`src/rtl/diag_disp_pkg.sv`:
```
package diag_disp_pkg;

  typedef enum logic [1:0] {
    PH_CODE = 2'd0,
    PH_HI   = 2'd1,
    PH_LO   = 2'd2
  } phase_e;

  localparam int SEG_W = 7;

  // Active-high segments, bit0 = a ... bit6 = g
  function automatic logic [SEG_W-1:0] hex_glyph(input logic [3:0] nib);
    logic [SEG_W-1:0] s;
    case (nib)
      4'h0: s = 7'h3F;
      4'h1: s = 7'h06;
      4'h2: s = 7'h5B;
      4'h3: s = 7'h4F;
      4'h4: s = 7'h66;
      4'h5: s = 7'h6D;
      4'h6: s = 7'h7D;
      4'h7: s = 7'h07;
      4'h8: s = 7'h7F;
      4'h9: s = 7'h6F;
      4'hA: s = 7'h77;
      4'hB: s = 7'h7C;
      4'hC: s = 7'h39;
      4'hD: s = 7'h5E;
      4'hE: s = 7'h79;
      default: s = 7'h71;
    endcase
    return s;
  endfunction

endpackage

```
`src/rtl/diag_bus_decode.sv`:
```
module diag_bus_decode #(
  parameter int              ADDR_W    = 16,
  parameter logic [ADDR_W-1:0] PORT_ADDR = 16'h0080,
  parameter logic [ADDR_W-1:0] AUX_BASE  = 16'h0084
) (
  input  logic              clk,
  input  logic              rst,
  input  logic [ADDR_W-1:0] bus_addr,
  input  logic              bus_wr,
  input  logic [7:0]        bus_wdata,
  output logic [7:0]        code_q,
  output logic [7:0]        bmp_hi_q,
  output logic [7:0]        bmp_lo_q,
  output logic              err_q,
  output logic              restart
);

  localparam logic [ADDR_W-1:0] HI_ADDR  = AUX_BASE;
  localparam logic [ADDR_W-1:0] LO_ADDR  = ADDR_W'(AUX_BASE + 1);
  localparam logic [ADDR_W-1:0] CTL_ADDR = ADDR_W'(AUX_BASE + 2);

  logic hit_port, hit_hi, hit_lo, hit_ctl;

  always_comb begin
    hit_port = bus_wr && (bus_addr == PORT_ADDR);
    hit_hi   = bus_wr && (bus_addr == HI_ADDR);
    hit_lo   = bus_wr && (bus_addr == LO_ADDR);
    hit_ctl  = bus_wr && (bus_addr == CTL_ADDR);
    restart  = hit_port || hit_ctl;
  end

  always_ff @(posedge clk) begin
    if (rst) begin
      code_q   <= 8'h00;
      bmp_hi_q <= 8'h00;
      bmp_lo_q <= 8'h00;
      err_q    <= 1'b0;
    end else begin
      if (hit_port) begin
        code_q <= bus_wdata;
        err_q  <= 1'b0;
      end
      if (hit_hi) bmp_hi_q <= bus_wdata;
      if (hit_lo) bmp_lo_q <= bus_wdata;
      if (hit_ctl) err_q <= bus_wdata[0];
    end
  end

endmodule

```
`src/rtl/diag_phase_seq.sv`:
```
module diag_phase_seq
  import diag_disp_pkg::*;
#(
  parameter int DWELL = 25_000_000,
  parameter int CNT_W = (DWELL > 1) ? $clog2(DWELL) : 1
) (
  input  logic             clk,
  input  logic             rst,
  input  logic             err_q,
  input  logic             restart,
  output phase_e           phase_q,
  output logic [CNT_W-1:0] cnt_q
);

  localparam logic [CNT_W-1:0] LAST = CNT_W'(DWELL - 1);

  always_ff @(posedge clk) begin
    if (rst || restart || !err_q) begin
      phase_q <= PH_CODE;
      cnt_q   <= '0;
    end else if (cnt_q == LAST) begin
      cnt_q <= '0;
      case (phase_q)
        PH_CODE: phase_q <= PH_HI;
        PH_HI:   phase_q <= PH_LO;
        default: phase_q <= PH_CODE;
      endcase
    end else begin
      cnt_q <= cnt_q + 1'b1;
    end
  end

endmodule

```
`src/rtl/diag_seg_encode.sv`:
```
module diag_seg_encode
  import diag_disp_pkg::*;
#(
  parameter int NUM_DIGITS = 2,
  localparam int BYTE_W    = 4 * NUM_DIGITS
) (
  input  logic                        clk,
  input  logic                        rst,
  input  logic [BYTE_W-1:0]           val,
  output logic [BYTE_W-1:0]           val_q,
  output logic [NUM_DIGITS*SEG_W-1:0] seg_q
);

  always_ff @(posedge clk) begin
    if (rst) val_q <= '0;
    else     val_q <= val;
  end

  for (genvar d = 0; d < NUM_DIGITS; d++) begin : g_digit
    always_ff @(posedge clk) begin
      if (rst) seg_q[d*SEG_W +: SEG_W] <= hex_glyph(4'h0);
      else     seg_q[d*SEG_W +: SEG_W] <= hex_glyph(val[d*4 +: 4]);
    end
  end

endmodule

```
`src/rtl/diag_port_display.sv`:
```
module diag_port_display
  import diag_disp_pkg::*;
#(
  parameter int                ADDR_W    = 16,
  parameter logic [ADDR_W-1:0] PORT_ADDR = 16'h0080,
  parameter logic [ADDR_W-1:0] AUX_BASE  = 16'h0084,
  parameter int                DWELL     = 25_000_000
) (
  input  logic              clk,
  input  logic              rst,
  input  logic [ADDR_W-1:0] bus_addr,
  input  logic              bus_wr,
  input  logic [7:0]        bus_wdata,
  output logic [7:0]        disp_byte,
  output logic [6:0]        seg_hi,
  output logic [6:0]        seg_lo
);

  localparam int CNT_W      = (DWELL > 1) ? $clog2(DWELL) : 1;
  localparam int NUM_DIGITS = 2;

  logic [7:0]       code_q, bmp_hi_q, bmp_lo_q;
  logic             err_q, restart;
  phase_e           phase_q;
  logic [CNT_W-1:0] cnt_q;
  logic [7:0]       shown;
  logic [NUM_DIGITS*SEG_W-1:0] seg_all;

  diag_bus_decode #(
    .ADDR_W(ADDR_W), .PORT_ADDR(PORT_ADDR), .AUX_BASE(AUX_BASE)
  ) u_dec (
    .clk(clk), .rst(rst), .bus_addr(bus_addr), .bus_wr(bus_wr),
    .bus_wdata(bus_wdata), .code_q(code_q), .bmp_hi_q(bmp_hi_q),
    .bmp_lo_q(bmp_lo_q), .err_q(err_q), .restart(restart)
  );

  diag_phase_seq #(.DWELL(DWELL), .CNT_W(CNT_W)) u_seq (
    .clk(clk), .rst(rst), .err_q(err_q), .restart(restart),
    .phase_q(phase_q), .cnt_q(cnt_q)
  );

  always_comb begin
    shown = code_q;
    if (err_q) begin
      case (phase_q)
        PH_HI:   shown = bmp_hi_q;
        PH_LO:   shown = bmp_lo_q;
        default: shown = code_q;
      endcase
    end
  end

  diag_seg_encode #(.NUM_DIGITS(NUM_DIGITS)) u_enc (
    .clk(clk), .rst(rst), .val(shown), .val_q(disp_byte), .seg_q(seg_all)
  );

  assign seg_lo = seg_all[SEG_W-1:0];
  assign seg_hi = seg_all[2*SEG_W-1:SEG_W];

endmodule

```
`config.mk`:
```
export PLATFORM = sky130hd
export DESIGN_NAME = diag_port_display
export DESIGN_NICKNAME = d
export VERILOG_FILES = /design/src/rtl/diag_disp_pkg.sv /design/src/rtl/diag_bus_decode.sv /design/src/rtl/diag_phase_seq.sv /design/src/rtl/diag_seg_encode.sv /design/src/rtl/diag_port_display.sv
export SDC_FILE = /design/constraint.sdc
export NUM_CORES = 1
export LEC_CHECK = 0
export ABC_CLOCK_PERIOD_IN_PS = 2850
export BUFFER_PORTS_ARGS = -buffer_cell sky130_fd_sc_hd__buf_2
export CAP_MARGIN = 20
export CORE_MARGIN = 4
export CORE_UTILIZATION = 42
export DETAILED_ROUTE_END_ITERATION = 10
export SYNTH_ARGS = -nofsm -noshare
export SYNTH_HDL_FRONTEND = slang
export SYNTH_SLANG_ARGS = --single-unit
```
`constraint.sdc`:
```
create_clock -name clk -period 2.85 [get_ports clk]
set_input_delay 0.1425 -clock clk [delete_from_list [all_inputs] [get_ports clk]]
set_output_delay 0.1425 -clock clk [all_outputs]
set_load 0.01 [all_outputs]
```
* Yosys cells after proc, flatten, opt, wreduce, memory -nomap -nowiden
Memory sizes are Yosys's and may differ from the RTL's. A register that Yosys moved wholly into a read port is not among the register bits.
Index checks and enable logic that the tools add are counted.
** Cells by class
- Add/subtract/negate cells :: 1
- Equality and inequality tests :: 7
- Multiplexer cells :: 5
- Reductions and logical operators :: 11
** Operator list (number)
- == test 16 x 8 -> 1 bit (second input constant) :: 4
- adder 25 x 1 -> 25 bit (second input constant) :: 1
- == test 25 bit (second input constant) :: 1
- one-hot mux 8 bit (2 select lines) :: 1
- 2-to-1 mux 8 bit :: 1
- logical AND 1 bit :: 4
- one-hot mux 2 bit (2 select lines) :: 1
- logical OR 1 bit :: 3
- == test 2 x 1 -> 1 bit (second input constant) :: 1
- == test 2 bit (second input constant) :: 1
- logical NOT 2 bit :: 1
- 2-to-1 mux 1 bit :: 2
- nonzero test 2 bit :: 1
- OR reduction 2 bit :: 1
- logical NOT 1 bit :: 1
** Word-level totals
- Flip-flop bits (word level) :: 60
- ROM bits :: 224
- Input bits :: 27
- Output and inout port bits :: 22
- Logic and storage cells :: 33
- Memories kept :: 2
** Memory list
- (name not given) :: depth 16, width 7, rd ports 1, clocked after Yosys merged registers in 1, write ports 0, line diag_disp_pkg.sv:14 : case (nib)
- (name not given) :: depth 16, width 7, rd ports 1, clocked after Yosys merged registers in 1, write ports 0, line diag_disp_pkg.sv:14

* Longest topological paths before layout
- Depth in word-level cells :: 6
- Depth in mapped cells :: 12
- Gate-level depth less buffers :: 10

* By module
From an unflattened synthesis, not the netlist that was laid out.
** Second synthesis, totals
- Cell total of the unflattened synthesis :: 393
- Area, all modules :: 3764.9 µm²
** Modules (own cells, without submodules)
- diag_phase_seq :: instances 1, cells each 144, area an instance 1320.0 µm², sequential area each 540.5 µm²
- diag_bus_decode :: instances 1, cells each 116, area an instance 1147.4 µm², sequential area each 500.5 µm²
- diag_seg_encode :: instances 1, cells each 109, area an instance 1034.7 µm², sequential area each 440.4 µm²
- diag_port_display :: instances 1, cells each 24, area an instance 262.8 µm², sequential area each 0.0 µm²

* Worst setup path after synthesis
Ideal clock, no wire load.
- Path type :: register to register
- Start point :: register u_seq.phase_q[0]
- End point :: register u_enc.seg_q[13]
- Setup time :: 0.091 ns
- Arrival :: 2.368 ns
- Data required time :: 2.759 ns
- Path slack :: 0.392 ns
- Cell stages (with the launch flop) :: 12
- Buffers on the path :: 2
- Clock period less this slack :: 2.458 ns
- Path through :: dfxtp_1 > inv_1 > ha_1 > and2_1 > buf_2 > buf_4 > mux2i_1 > inv_1 > ha_1 > mux2i_1 > nor2_1 > a311oi_1
** On the way
- Cells in the longest elaborated chain, start to end :: 3
- Elaborated cells on any way between the ends :: 4
- Classes of those cells :: 2 x eq/ne; 2 x mux
** Ends and longest elaborated chain
- start, declared :: line diag_phase_seq.sv:11 : output phase_e phase_q,
- start signal, assigned :: line diag_phase_seq.sv:19 : phase_q <= PH_CODE;
- start signal, assigned :: line diag_phase_seq.sv:24 : PH_CODE: phase_q <= PH_HI;
- start signal, assigned :: line diag_phase_seq.sv:25 : PH_HI: phase_q <= PH_LO;
- == test 2 bit / == test 2 x 1 -> 1 bit (equally long branches) :: line diag_port_display.sv:45 : case (phase_q)
- one-hot mux 8 bit (2 select lines) (*) :: line diag_port_display.sv:45
- 2-to-1 mux 8 bit (*) :: line diag_port_display.sv:44 : if (err_q) begin
- named net shown[4] :: line diag_port_display.sv:26 : logic [7:0] shown;
- end, declared :: line diag_seg_encode.sv:11 : output logic [NUM_DIGITS*SEG_W-1:0] seg_q
The timed path passes the listed nets; every way through them passes the cells marked *.
A chain may end at the register's enable or synchronous reset.

* Final worst setup path
- Start point :: register u_seq.phase_q[0]
- End point :: register u_enc.seg_q[0]
** On the way
- Cells in the longest elaborated chain, start to end :: 3
- Elaborated cells on any way between the ends :: 4
- Classes of those cells :: 2 x eq/ne; 2 x mux
** Ends and longest elaborated chain (line)
- == test 2 bit / == test 2 x 1 -> 1 bit (equally long branches) :: diag_port_display.sv:45
- one-hot mux 8 bit (2 select lines) (*) :: diag_port_display.sv:45
- 2-to-1 mux 8 bit (*) :: diag_port_display.sv:44
Mark *: on every way between the ends. The rest lies on a longest branch, timed or not.

==> impl_results.md <==
- Syn Std Cell Area: around 0.0035 mm^2
- Layout Nets: between 400 and 500
- Yosys reg bits: 74
- Pint: approximately 1.5 mW
- Beginning of the critical path: u_seq.phase_q[0]
- Switching share of power: between 20 and 25%
- Slew Limit Fails: 0
- Root Buffer: clkbuf_8
- Total track usage: about 15%
- Worst Setup Slack, final: about 300 ps
- Min-delay src: bus_wdata[3]
- ANT nets after route: 0
- # rows: 32
- Gate Count Post-Synth: 368
- Pre-CTS WS: 304.4 ps
- First-pass GRT wire length: approximately 12000 um
- Vias per cell: about 5.0
- Max Cap Violations: 0
- Crit path max fanout: 14
- Critical path type: reg -> reg
- CP max-delay cell: and2_1
- Clock tree from TritonCTS: built
- Leakage: 1.452 nW
- Power Dens Cells: 470.3 mW/mm^2
- Number of enable flip-flop cells after synthesis: 0
- Setup bufs post-CTS: 0
- Setup TNS Final: 0 ps
- Critical path, cell by cell: inv_1, ha_1, and2_1, a21oi_1, inv_1, nor3b_1, a211oi_1, a311o_1
- DR vias: 2597
- Min-Delay Path Class: in -> reg
- Initial Utilization: between 40% and 50%
- Sequential power share: 54.9%
- Crit share post-route: around nine tenths
- Die ar.: 0.009821 mm^2
- Final setup violation count: 0
- CP arrival: between 2000 and 3000 ps
- Drt first pass iters: 4
- CP startpoint kind: flop
- Reg clk slew, reported paths: roughly 80 ps
- Overall die width: between 90 and 100 um
- Syn_area_per_cell: roughly 9.5 um^2
- TritonCTS Buffers: 9
- DRC violations left: 0
- Diodes inserted: 0
- Number of global-route vias before repair: 2555
- RSZ-0062 raised after global routing: no
- Sequential area share after synthesis: between 40% and 50%
- Post-Route Utilization: just over 50%
- I/O Pins: 49
- Share of layout cells above drive strength 1: ~20%
- Layout area overhead: 14.72%
- PostCTS Resize Cnt: 0
- Die Ht: between 90 and 100 um
- Synth async-reset ratio: 0%
- Comb pwr share: 2.7%
- Worst Tran Pin Value: ~800 ps
- Net Sw Power: around 0.43 mW
- Clock sinks: 74
- Final WL: roughly 6900 um
- Cell variety after synth: 46
- Final min period: 2544 ps
- Power Total: 1.881 mW
- # H-tree levels: 3
- # port buffers: 48
- Hold Buf Count CTS: 0
- Global route overflow: 0
- Critical Path RT: 3100 ps
- Syn Nets: approximately 410
- Status: complete, no violations
- Clk_skew: 10.72 ps
- Yosys warns: 0
- Maximum root-to-sink buffer count: 2
- Core area: 0.007888 mm^2
- Routability cong.: ~0.73
- Dominant synthesized flop cell: dfxtp_1
- Dpl hpwl: slightly below 5000 um
- Fin. Hold Viols: 0
- Initial antenna violation count: 0
- Worst vdd ir: about 0.00027 V
- Worst-Skew Late Latency: 350 ps
- Wire per inst: 13.14 um
- Worst flop-to-flop path startpoint: u_seq.phase_q[0]
- Crit-path max cell delay: ~470 ps
- Reg2Reg Setup Slack: around 310 ps
- Critical path's most frequent cell: inv_1
- Largest net degree at the start of global routing: 40
- Clock share of power: 42.4%
- Number of DRC markers in iteration 0: 50
- Crit path capture type: flop
- Max_slew headroom: between 40% and 50%
- Peak Freq: approximately 390 MHz
## power groups by stage
stage                     clock, mW  combinational (mW)  sequential [mW]
after floorplan                   0              0.0213             1.06
after global placement            0              0.0502             1.06
after detailed placement          0              0.0508             1.06
after CTS                     0.826              0.0509             1.03
after global routing          0.865              0.0549             1.03
final                         0.798              0.0503             1.03
## cell type report
cell class                 count  area, um^2
clock inverter                 7       70.07
inverter                      12       45.04
timing repair buffer          53       277.8
sequential                    74        1481
clock buffer                   9       123.9
fill                         767        3889
tap                          102       127.6
multi-input combinational    265        1873
## metal layers
layer  part of all wire [%]  global-route usage (%)  up-vias  wire [um]
li1                       -                       -     1376          -
met1                     48                   19.55     1180       3281
met2                     46                   23.04       29       3167
met3                    4.4                   4.348       12        302
met4                    1.6                   5.672        0        109
met5                      0                       0        -          0
## state kept, by name (all words and copies together) (netlist names)
| signal | cells |
|---|---|
| u_seq.cnt_q | 25 |
| u_enc.seg_q | 14 |
| u_dec.bmp_hi_q | 8 |
| u_dec.bmp_lo_q | 8 |
| u_dec.code_q | 8 |
| u_enc.val_q | 8 |
| u_seq.phase_q | 2 |
| u_dec.err_q | 1 |
## cell families after synthesis
kind of cell / after synthesis / share of synthesized area [%]
AOI/OAI and AO/OA: 43 / 8.795
xor gates and xnor gates: 25 / 6.281
adders and majority gates: 18 / 6.461
buffers and inverters: 29 / 3.769
DFF: 74 / 42.50
muxes: 33 / 9.548
and+or+nand+nor: 146 / 22.65
## layout by cell type (no fill, tap or decap), drive strengths merged, types with 2 or more instances in the layout
cell and n:
xor2 8, and2 2, mux2i 31, xnor2 17, a22oi 5, or2 2
nand3 11, o21ai 7, mux2 2, nor2 70, buf 53, ha 18
dfxtp 74, a21o 3, nand4 7, nor3b 2, a211oi 3, nand2 19
and3 4, a22o 3, a221o 2, nor3 11, clkinv 6, and4 3
inv 11, a21oi 9, clkbuf 9, nor4 12, o211ai 4
## final timing paths
kind / endpoint / depth (start not counted)
worst min-delay path: u_dec.bmp_hi_q[3] / 3
worst min register to register: u_dec.code_q[2] / 2
worst max register to register: u_enc.seg_q[0] / 8
worst max-delay path: u_enc.seg_q[0] / 8
## Yosys cell counts, types with 4 or more instances
master    instances  share of area (%)
nor3_1           11                1.6
xor2_1            8                2.0
nor2_1           70                7.5
nand3_1          11                1.6
o211ai_1          4               0.86
nor4_4            5                3.1
and3_1            4               0.72
ha_1             18                6.5
buf_4             4               0.86
nor4_1            7                1.3
o21ai_1           4               0.57
nand4_1           5               0.90
nand2_1          19                2.0
mux2i_1          31                8.9
dfxtp_1          74                 42
a22oi_1           5                1.1
inv_1            10                1.1
clkbuf_1          7               0.75
a21oi_1           8                1.1
xnor2_1          17                4.3
buf_2             6               0.86
## critical path, delay by kind of cell, from the launching register on
| kind | cells | cell delay (ps) |
|---|---|---|
| adder cells (fa/ha/maj) | 1 | 310 |
| flip-flops | 1 | 380 |
| AND/OR/NAND/NOR | 2 | 770 |
| buffers and inverters | 2 | 330 |
| AO/OA/AOI/OAI | 3 | 640 |
## per-stage QoR
stage               instances  hold WS [ps]  instance area (um^2)
floorplan                 368         289.6                  3486
global placement          506         411.3                  3805
detailed placement        506         417.9                  3805
CTS                       522         36.89                  3999
global route              522         46.99                  3999
finish                    522         52.37                  3999
Note: power is estimated with default switching activity, not from simulation.
